### config.mk
export PLATFORM = sky130hd
export DESIGN_NAME = cfg_serial_port
export DESIGN_NICKNAME = d
export VERILOG_FILES = /design/src/rtl/cfg_serial_pkg.sv /design/src/rtl/cfg_serial_ctrl.sv /design/src/rtl/cfg_serial_dpath.sv /design/src/rtl/cfg_serial_port.sv
export SDC_FILE = /design/constraint.sdc
export NUM_CORES = 1
export LEC_CHECK = 0
export CAP_MARGIN = 25
export CORE_UTILIZATION = 41
export DETAILED_ROUTE_END_ITERATION = 16
export PLACE_DENSITY = 0.64
export SLEW_MARGIN = 15
export SYNTH_ARGS = -nofsm -noshare
export SYNTH_HDL_FRONTEND = slang
export SYNTH_SLANG_ARGS = --single-unit
### constraint.sdc
create_clock -name clk -period 1.85 [get_ports clk]
set_clock_uncertainty 0.15 [all_clocks]
set_input_delay 0.2775 -clock clk [delete_from_list [all_inputs] [get_ports clk]]
set_output_delay 0.2775 -clock clk [all_outputs]
set_load 0.02 [all_outputs]
### src/rtl/cfg_serial_pkg.sv
package cfg_serial_pkg;
  typedef struct packed {
    logic shiftPri;
    logic shiftEnh;
    logic copySec;
  } cfgStrobe_t;
endpackage

### src/rtl/cfg_serial_ctrl.sv
module cfg_serial_ctrl
  import cfg_serial_pkg::*;
(
  input  logic       clk,
  input  logic       rstN,
  input  logic       sClk,
  input  logic       sData,
  input  logic       sWr,
  input  logic       eWr,
  output cfgStrobe_t strobe,
  output logic       dataBit
);
  logic [1:0] clkPipe;
  logic [1:0] wrPipe;
  logic       dataS;
  logic       eWrS;
  logic       clkRise;
  logic       wrRise;

  always_ff @(posedge clk or negedge rstN) begin
    if (!rstN) begin
      clkPipe <= '0;
      wrPipe  <= '0;
      dataS   <= 1'b0;
      eWrS    <= 1'b0;
    end else begin
      clkPipe <= {clkPipe[0], sClk};
      wrPipe  <= {wrPipe[0], sWr};
      dataS   <= sData;
      eWrS    <= eWr;
    end
  end

  assign clkRise = clkPipe[0] & ~clkPipe[1];
  assign wrRise  = wrPipe[0] & ~wrPipe[1];

  always_comb begin
    strobe.shiftPri = clkRise & ~wrPipe[0] & ~eWrS;
    strobe.shiftEnh = clkRise & ~wrPipe[0] & eWrS;
    strobe.copySec  = wrRise;
  end

  assign dataBit = dataS;
endmodule

### src/rtl/cfg_serial_dpath.sv
module cfg_serial_dpath
  import cfg_serial_pkg::*;
#(
  parameter int WORD_W = 20,
  parameter int ENH_W  = 8
) (
  input  logic              clk,
  input  logic              rstN,
  input  cfgStrobe_t        strobe,
  input  logic              dataBit,
  input  logic              fSel,
  input  logic              enhN,
  output logic [WORD_W-1:0] priQ,
  output logic [WORD_W-1:0] secQ,
  output logic [WORD_W-1:0] selWord,
  output logic [ENH_W-1:0]  enhOut
);
  logic [ENH_W-1:0] enhQ;

  always_ff @(posedge clk or negedge rstN) begin
    if (!rstN) begin
      priQ <= '0;
      secQ <= '0;
      enhQ <= '0;
    end else begin
      if (strobe.shiftPri) priQ <= {dataBit, priQ[WORD_W-1:1]};
      if (strobe.shiftEnh) enhQ <= {dataBit, enhQ[ENH_W-1:1]};
      if (strobe.copySec)  secQ <= priQ;
    end
  end

  assign selWord = fSel ? priQ : secQ;

  for (genvar b = 0; b < ENH_W; b++) begin : g_enhGate
    assign enhOut[b] = enhQ[b] & ~enhN;
  end
endmodule

### src/rtl/cfg_serial_port.sv
module cfg_serial_port
  import cfg_serial_pkg::*;
#(
  parameter int WORD_W = 20,
  parameter int R_W    = 6,
  parameter int M_W    = 13,
  parameter int ENH_W  = 8,
  localparam int CTL_W = WORD_W - R_W - M_W
) (
  input  logic             clk,
  input  logic             rstN,
  input  logic             sClk,
  input  logic             sData,
  input  logic             sWr,
  input  logic             eWr,
  input  logic             fSel,
  input  logic             enhN,
  output logic [R_W-1:0]   refDivOut,
  output logic [M_W-1:0]   mainDivOut,
  output logic [CTL_W-1:0] ctlOut,
  output logic [ENH_W-1:0] enhOut,
  output logic             dataOut
);
  cfgStrobe_t        strobe;
  logic              dataBit;
  logic [WORD_W-1:0] priQ;
  logic [WORD_W-1:0] secQ;
  logic [WORD_W-1:0] selWord;

  cfg_serial_ctrl u_ctrl (
    .clk(clk), .rstN(rstN), .sClk(sClk), .sData(sData),
    .sWr(sWr), .eWr(eWr), .strobe(strobe), .dataBit(dataBit)
  );

  cfg_serial_dpath #(.WORD_W(WORD_W), .ENH_W(ENH_W)) u_dpath (
    .clk(clk), .rstN(rstN), .strobe(strobe), .dataBit(dataBit),
    .fSel(fSel), .enhN(enhN), .priQ(priQ), .secQ(secQ),
    .selWord(selWord), .enhOut(enhOut)
  );

  assign refDivOut  = selWord[R_W-1:0];
  assign mainDivOut = selWord[R_W+M_W-1:R_W];
  assign ctlOut     = selWord[WORD_W-1:R_W+M_W];
  assign dataOut    = priQ[0];
endmodule

Yosys cells after proc, flatten, opt, wreduce, memory -nomap -nowiden. Cells that the tools add are included.

Register bits after elaboration: 54. Bits in latches: 0. RAM bits: 0. ROM bits: 0. Memories kept: 0.

Add/sub/neg operators: 0. Multipliers: 0. Div/mod/pow operators: 0. Order comparisons: 0. Equal/unequal tests: 0. Shift operators: 0. Mux-type cells: 1. Bitwise gates (word level): 18. Reductions and logical operators: 0.

Operators by type and width (number): $mux 20 (1); $and 1x1->1 (13); $not 1->1 (5).

Longest topological paths before layout. Gate-level depths: netlist (run 1).

Depth in word-level cells: 4. Gate-level depth with buffers: 3. Depth with buffers taken out: 2.

Hierarchy. From an unflattened synthesis (run 1), not the netlist that was laid out.

Cell total of the unflattened synthesis: 141. Area total of the unflattened synthesis: 2512.4 um^2.

Modules (own cells, without submodules): cfg_serial_dpath (times used 1, cells each 131, area each 2321.0 um^2, sequential area each 1201.2 um^2); cfg_serial_ctrl (times used 1, cells each 10, area each 191.4 um^2, sequential area each 150.1 um^2).

Worst setup path before layout (run 1). OpenSTA, ideal clock, no wires.

Kind: register to register. Start: reg u_ctrl.clkPipe[1]. End: reg u_dpath.priQ[0]. Arrival time: 1.203 ns. Data required time: 1.575 ns. Setup slack: 0.372 ns. Cell stages (with the launch flop): 4. Path buffers: 1. Period minus slack after synthesis: 1.478 ns. Cell sequence: dfrtp_1 nor4b_4 buf_6 mux2_4.

Cells in the longest elaborated chain, start to end: 4.

RTL lines: start, declared (line cfg_serial_ctrl.sv:13) `logic [1:0] clkPipe;`; start signal, assigned (line cfg_serial_ctrl.sv:27) `clkPipe <= {clkPipe[0], sClk};`; $not 1->1 (line cfg_serial_ctrl.sv:34) `assign clkRise = clkPipe[0] & ~clkPipe[1];`; $and 1x1->1 (line cfg_serial_ctrl.sv:34); $and 1x1->1 (2 in series) (line cfg_serial_ctrl.sv:38) `strobe.shiftPri = clkRise & ~wrPipe[0] & ~eWrS;`; end signal, assigned (line cfg_serial_dpath.sv:26) `if (strobe.shiftPri) priQ <= {dataBit, priQ[WORD_W-1:1]};`; end, declared (line cfg_serial_dpath.sv:13) `output logic [WORD_W-1:0] priQ,`.

No other way between the ends. A chain may end at the register's enable or synchronous reset.

Worst setup path after layout (run 1).
Start: reg u_dpath.priQ[18]. End: out mainDivOut[12].

Cells in the longest elaborated chain, start to end: 1.

RTL lines: $mux 20 (line cfg_serial_dpath.sv:32) `assign selWord = fSel ? priQ : secQ;`; end, declared (line cfg_serial_port.sv:19) `output logic [M_W-1:0] mainDivOut,`.

No other way between the ends.

==> results of run 1 <==
[registers in the layout, indices dropped and copies added, names as in the netlist]
signal          cells
u_ctrl.dataBit      1
u_dpath.secQ       20
u_dpath.priQ       20
u_ctrl.wrPipe       2
u_ctrl.clkPipe      2
u_ctrl.eWrS         1
u_dpath.enhQ        8
[layout make-up]
cell class                      count  area, sq um
Fill cell                         493         2650
Sequential cell                    54         1350
Multi-Input combinational cell     79          966
Timing Repair Buffer               44          409
Tap cell                           72         90.1
Clock buffer                        7         76.3
[repair_timing]
action / 4_1_cts / 5_1_grt
setup buffers: 0 / 0
gates cloned: 1 / 0
endpoints found under the hold margin: 24 / 0
pin swaps: 0 / 0
setup endpoints to repair: 28 / 10
hold buffers: 1 / 0
gates resized for setup: 41 / 10
[through the flow]
stage                     power (uW)  setup WS, ns  hold WS (ns)  setup TNS (ns)  instance area, sq um
after floorplan                 1760         0.372        -0.168               0                  2370
after global placement          1990        -0.439         0.141           -9.63                  2850
after detailed placement        2000        -0.478         0.143          -10.41                  2850
after CTS                       2590      0.000775         0.248               0                  2940
after global routing            2700        0.0217         0.237               0                  2890
final                           2540        0.0874         0.258               0                  2890
[metal layers]
layer,GRT usage [%],wire [um]
met1,22.3,2010
met2,22.3,1860
met3,4.19,136
met4,4.44,39
met5,0,0
[layout by cell type (no fill, tap or decap)]
cell | synthesis | layout
dfrtp_1 | 54 | 54
mux2_2 | 40 | 40
mux2_4 | 28 | 28
dlygate4sd2_1 | 0 | 18
clkbuf_2 | 0 | 10
nor2b_1 | 9 | 8
clkdlybuf4s50_1 | 0 | 6
clkbuf_8 | 0 | 5
buf_4 | 2 | 3
buf_12 | 0 | 3
clkbuf_1 | 0 | 2
nor2b_2 | 0 | 1
nor4b_4 | 1 | 1
and4bb_1 | 1 | 1
bufbuf_16 | 0 | 1
dlygate4sd3_1 | 0 | 1
clkdlybuf4s15_2 | 0 | 1
buf_2 | 2 | 1
[logic make-up after synthesis]
logic type / after synthesis / share of synthesized area (%)
muxes: 68 / 36.7
DFF: 54 / 56.9
buffers and inverters: 7 / 2.48
and+or+nand+nor: 11 / 3.90
[power by group]
part / internal, uW / switching (uW) / total (uW) / leakage [uW]
clock network: 262 / 352 / 614 / 0.0000383
registers: 1310 / 104 / 1420 / 0.000722
logic: 298 / 217 / 515 / 0.000708
[path summary, 6_finish.rpt]
path / from / end / slack [ns] / cells past startpoint
hold / removal: u_ctrl.clkPipe[0] / u_ctrl.clkPipe[1] / 0.26 / 0
setup reg to reg: u_ctrl.wrPipe[0] / u_dpath.priQ[10] / 0.27 / 3
hold reg to reg: u_ctrl.clkPipe[0] / u_ctrl.clkPipe[1] / 0.26 / 0
min in group asynchronous: rstN / u_dpath.priQ[0] / 0.35 / 2
setup / recovery: u_dpath.priQ[18] / mainDivOut[12] / 0.09 / 2
max in group asynchronous: rstN / u_dpath.priQ[12] / 0.56 / 3
==> summary.md, run 1 <==
| Metric | Value |
|---|---|
| Worst Max-Slew Pin Slew | 0.552 ns |
| Warnings, synthesis | 0 |
| First-pass GRT wire length | 7.09 mm |
| Syn_nets | 148 |
| Max FO, Critical Path | 4 |
| Worst setup SP type | flop |
| Core area | 5540 sq um |
| Unique cell type count in the Yosys netlist | 9 |
| FF+latch count, synth | 54 |
| Vias post-DR | 1,239 |
| Slew Viols, Final | 0 |
| Ratio of cells with drive above 1 in the final layout | roughly half |
| Critical Path RT | 1.42 ns |
| CTS H-Tree Depth | 2 |
| Setup violators final | 0 |
| Clk pin slew, worst setup/hold paths | 0.09 ns |
| Final critical-path required period | 1.76 ns |
| Syn Area/Cell | ~17 sq um |
| Die X-Extent | 78.1 um |
| Initial Util | around 43% |
| DR WL/cell | 15.8 um |
| Async SR Flop Fraction | 100% |
| Max cap viols | 0 |
| Port bufs | 36 |
| Final hold viol count | 0 |
| Critical path's slowest cell | dfrtp_1 |
| Total Wirelength | 4.04 mm |
| Pwr dens | 880 nW/um^2 |
| Dpl hpwl | 2.58 mm |
| Vias in the first global route | approximately 1.4k |
| Post-layout util | 52.2% |
| CTS tree | yes |
| Non-filler cells, final | 256 |
| Hold WC Path Type | reg -> reg |
| Most frequent cell after synthesis | dfrtp_1 |
| Crit. End Element | output pin |
| Vias/cell | slightly below 5 |
| Clk root buf | clkbuf_8 |
| CP max stage delay | 0.43 ns |
| Worst path bufs/invs | 1 |
| Cts bufs inserted | 5 |
| Dominant cell type by area after synthesis | dfrtp_1 |
| Most frequent cells after synthesis | dfrtp_1, mux2_2, mux2_4 |
| Placer Congestion | 0.729 |
| Die Ht | ~78 um |
| FP Rows | 27 |
| EDFF count, synth | 0 |
| Placed Cells | 247 |
| Post-synthesis sequential area ratio | between 50% and 60% |
| Cells after Synth | 140 |
| Pin count of the biggest net entering global routing | 27 |
| Status | complete, no violations |
| Mapped Area | about 2400 sq um |
| Total track usage | 15.3% |
| ANT cells | 0 |
| Critical Path AT | 1.34 ns |
| Max VDD drop | ~670 uV |
| Type of the worst setup path | reg -> out |
| Die area | 6100 sq um |
| Top_reg_cell synth | dfrtp_1 |
| Synth top area share | 56.9% |
| Iteration-0 DRC Markers | a little under 80 |
| FMAX | 567 MHz |
| Layout Area Growth over Synthesis | 21.9% |
| Period Utilization, post-route | 95.3% |
| I/O Pins | 37 |
| RSZ-0062 raised after global routing | false |
| Drc violations | 0 |
| Cell family with most CP delay | flip-flops |
| Final net count | around 190 |
| LEAKAGE | 0.00147 uW |
| Grt ovf | 0 |
| Critical Path, Cell by Cell | mux2_2, dlygate4sd2_1 |
| Largest cells by area after synthesis | dfrtp_1, mux2_2, mux2_4 |
| Clock sinks | 54 |
| Clock Path Buffers | 2 |
| Skew-Pair Late Insertion Delay | 0.30 ns |
| Relative slew slack | 63.2% |
| Initial antenna violation count | 0 |
| Pre-antenna DRT Iters | 4 |
| Remaining antenna violation count | 0 |
Note: power is estimated with default switching activity, not from simulation.
==> run 2: changes to the inputs <==
Settings changed: CORE_MARGIN set to 5, MAX_ROUTING_LAYER set to met4.
==> summary.md, run 2 (synthesis gave the netlist of run 1 again) <==
| Metric | Value |
|---|---|
| Total Wirelength | 4.24 mm (was 4.04 mm) |
| Initial Util | 42.6% (was 42.8%) |
| Layout Area Growth over Synthesis | 23.9% (was 21.9%) |
| Period Utilization, post-route | 97.8% (was 95.3%) |
| Sequential power share | 54.1% (was 55.6%) |
| Register area | 1350 sq um (unchanged) |
| FP Rows | 27 (unchanged) |
| Core area | 5570 sq um (was 5540 sq um) |
| Type of the worst setup path | in -> out (was reg -> out) |
| I/O Pins | 37 (unchanged) |
| Initial antenna violation count | 0 (unchanged) |
| DR WL/cell | 16.6 um (was 15.8 um) |
| Final net count | 191 (was 192) |
| Setup violators final | 0 (unchanged) |
| Critical Path, Cell by Cell | clkdlybuf4s15_2, bufbuf_16, mux2_2, clkdlybuf4s15_2 (was mux2_2, dlygate4sd2_1) |
| ANT cells | 0 (unchanged) |
| LEAKAGE | 0.00148 uW (was 0.00147 uW) |
| Fillcell total | 483 (was 493) |
| Internal | 1920 uW (was 1870 uW) |
| Cell family with most CP delay | buffers and inverters (was flip-flops) |
| Worst path depth | 4 (was 2) |
| Setup bufs post-CTS | 0 (unchanged) |
| Worst path bufs/invs | 3 (was 1) |
| Iteration-0 DRC Markers | 60 (was 78) |
| Reg2reg path depth | 3 (unchanged) |
| R2R Setup Slk | 0.26 ns (was 0.27 ns) |
| Vias/cell | 4.97 (was 4.84) |
| Clock sinks | 54 (unchanged) |
| CP endpoint | mainDivOut[4] (was mainDivOut[12]) |
| Vias post-DR | 1,272 (was 1,239) |
| Area of the multi-input gates | 966 sq um (unchanged) |
| Commonest non-fill, non-tap cells in the layout | dfrtp_1, mux2_2, mux2_4 (unchanged) |
| Relative slew slack | 81.1% (was 63.2%) |
| Hold WC Path Type | in -> reg (was reg -> reg) |
| Critical path's slowest cell | mux2_2 (was dfrtp_1) |
| Critical Path RT | 1.42 ns (about the same) |
| CTS H-Tree Depth | 2 (unchanged) |
| Psw | 704 uW (was 672 uW) |
| Min Hold Slack | 0.258 ns (about the same) |
| CTS tree | yes (unchanged) |
| Status | complete, no violations (unchanged) |
| Min-delay src | eWr (was u_ctrl.clkPipe[0]) |
| Sw frac | 26.8% (was 26.4%) |
| Final hold viol count | 0 (unchanged) |
| Max FO, Critical Path | 10 (was 4) |
| Max cap viols | 0 (unchanged) |
| Max VDD drop | 528 uV (was 674 uV) |
| Clk root buf | clkbuf_8 (unchanged) |
| RSZ-0062 raised after global routing | false (unchanged) |
| Critical Path AT | 1.38 ns (was 1.34 ns) |
| Ratio of cells with drive above 1 in the final layout | 52.2% (was 51.1%) |
| Crit. Startpoint | fSel (was u_dpath.priQ[18]) |
| Port bufs | 36 (unchanged) |
| Clock share of power | 26.0% (was 24.1%) |
| FMAX | 553 MHz (was 567 MHz) |
| Pwr dens | 892 nW/um^2 (was 880 nW/um^2) |
| Worst setup SP type | primary input (was flop) |
| Dpl hpwl | 2.63 mm (was 2.58 mm) |
| Vias in the first global route | 1,424 (was 1,350) |
| Design Power | 2620 uW (was 2540 uW) |
| Cts bufs inserted | 5 (unchanged) |
| Most used cell along the critical path | clkdlybuf4s15_2 |
| Slew Viols, Final | 0 (unchanged) |
| Final critical-path required period | 1.81 ns (was 1.76 ns) |
| Most common cell after layout, fill and taps aside | dfrtp_1 (unchanged) |
| R2R Path Start | u_ctrl.wrPipe[0] (unchanged) |
| R2R Path End | u_dpath.priQ[16] (was u_dpath.priQ[10]) |
| Placer Congestion | 0.760 (was 0.729) |
| Met1 Wirelength | 1.91 mm (was 2.01 mm) |
| Routed wl met2 | 2.10 mm (was 1.86 mm) |
| Die area | 7410 sq um (was 6100 sq um) |
| Total track usage | 12.7% (was 15.3%) |
| Die X-Extent | 86.1 um (was 78.1 um) |
| Drc violations | 0 (unchanged) |
| First-pass GRT wire length | 7.17 mm (was 7.09 mm) |
| Top Metal Used | met4 (unchanged) |
| Comb power frac | 19.9% (was 20.2%) |
| Clk pin slew, worst setup/hold paths | 0.09 ns (about the same) |
| DR WL met3 | 163 um (was 136 um) |
| Pin count of the biggest net entering global routing | 55 (was 27) |
| Skew-Pair Late Insertion Delay | 0.31 ns (was 0.30 ns) |
| Clock Path Buffers | 2 (unchanged) |
| Die Ht | 86.1 um (was 78.1 um) |
| CP max stage delay | 0.33 ns (was 0.43 ns) |
| Pre-antenna DRT Iters | 4 (unchanged) |
| Largest registers | u_dpath.priQ: 20 flops, u_dpath.secQ: 20 flops, u_dpath.enhQ: 8 flops (unchanged) |
| Crit. End Element | output pin (unchanged) |
| Remaining antenna violation count | 0 (unchanged) |
| Worst Max-Slew Pin Slew | 0.283 ns (was 0.552 ns) |
| Grt ovf | 0 (unchanged) |
==> run 2: changes by cell type in the layout (fill, tap and decap cells not counted) <==
| cell | previous run | this run |
|---|---|---|
| clkbuf_1 | 2 | 0 |
| clkinv_2 | 0 | 1 |
| buf_4 | 3 | 1 |
| clkinvlp_4 | 0 | 1 |
| clkbuf_8 | 5 | 6 |
| clkbuf_2 | 10 | 6 |
| clkdlybuf4s15_2 | 1 | 5 |
| buf_12 | 3 | 4 |
==> run 2: worst min-delay path by stage <==
stage	end	slack (ns)	cells after the start
global placement	u_dpath.enhQ[0]	0.14	2
finish	u_ctrl.eWrS	0.26	1
CTS	u_ctrl.clkPipe[0]	0.25	1
floorplan	u_ctrl.clkPipe[0]	-0.17	0
detailed placement	u_dpath.secQ[2]	0.15	2
global route	u_ctrl.eWrS	0.25	1
==> run 2: power groups by stage <==
stage                     logic (uW)  registers [uW]  clock network, uW
after floorplan                  361            1400                  0
after global routing             565            1430                744
final                            523            1420                682
after global placement           558            1430                  0
after CTS                        541            1420                704
after detailed placement         569            1440                  0
==> run 2: metrics by stage <==
| stage | area, sq um | TNS [ns] | utilization (%) | worst slack (ns) | std cells |
|---|---|---|---|---|---|
| after CTS | 2970 | 0 | 53.3 | 0.0000989 | 256 |
| final | 2940 | 0 | 52.8 | 0.0402 | 256 |
| after detailed placement | 2850 | -10.58 | 51.1 | -0.476 | 246 |
| after floorplan | 2370 | 0 | - | 0.372 | 140 |
| after global placement | 2850 | -9.78 | 51.1 | -0.447 | 246 |
| after global routing | 2940 | 0 | 52.8 | 0.00788 | 256 |
==> run 2: final cells by class <==
class / instances / share of cell area [%]
Sequential cell: 54 / 45.9
Multi-Input combinational cell: 79 / 32.8
Timing Repair Buffer: 43 / 14.9
Tap cell: 72 / 3.06
Clock buffer: 6 / 2.81
Clock inverter: 2 / 0.425
==> run 2: timing repair <==
action                                 in CTS  in global routing
pin swaps                                   0                  0
gates resized for setup                    45                  6
setup endpoints to repair                  28                  6
endpoints found under the hold margin      54                  0
cloned                                      1                  0
hold buffers                                1                  0
==> run 2: metal layers <==
| metal | GRT usage [%] | up-vias |
|---|---|---|
| met1 | 15.8 | 657 |
| li1 | - | 580 |
| met2 | 19.8 | 29 |
| met5 | - | - |
| met4 | 4.60 | 0 |
| met3 | 3.36 | 6 |
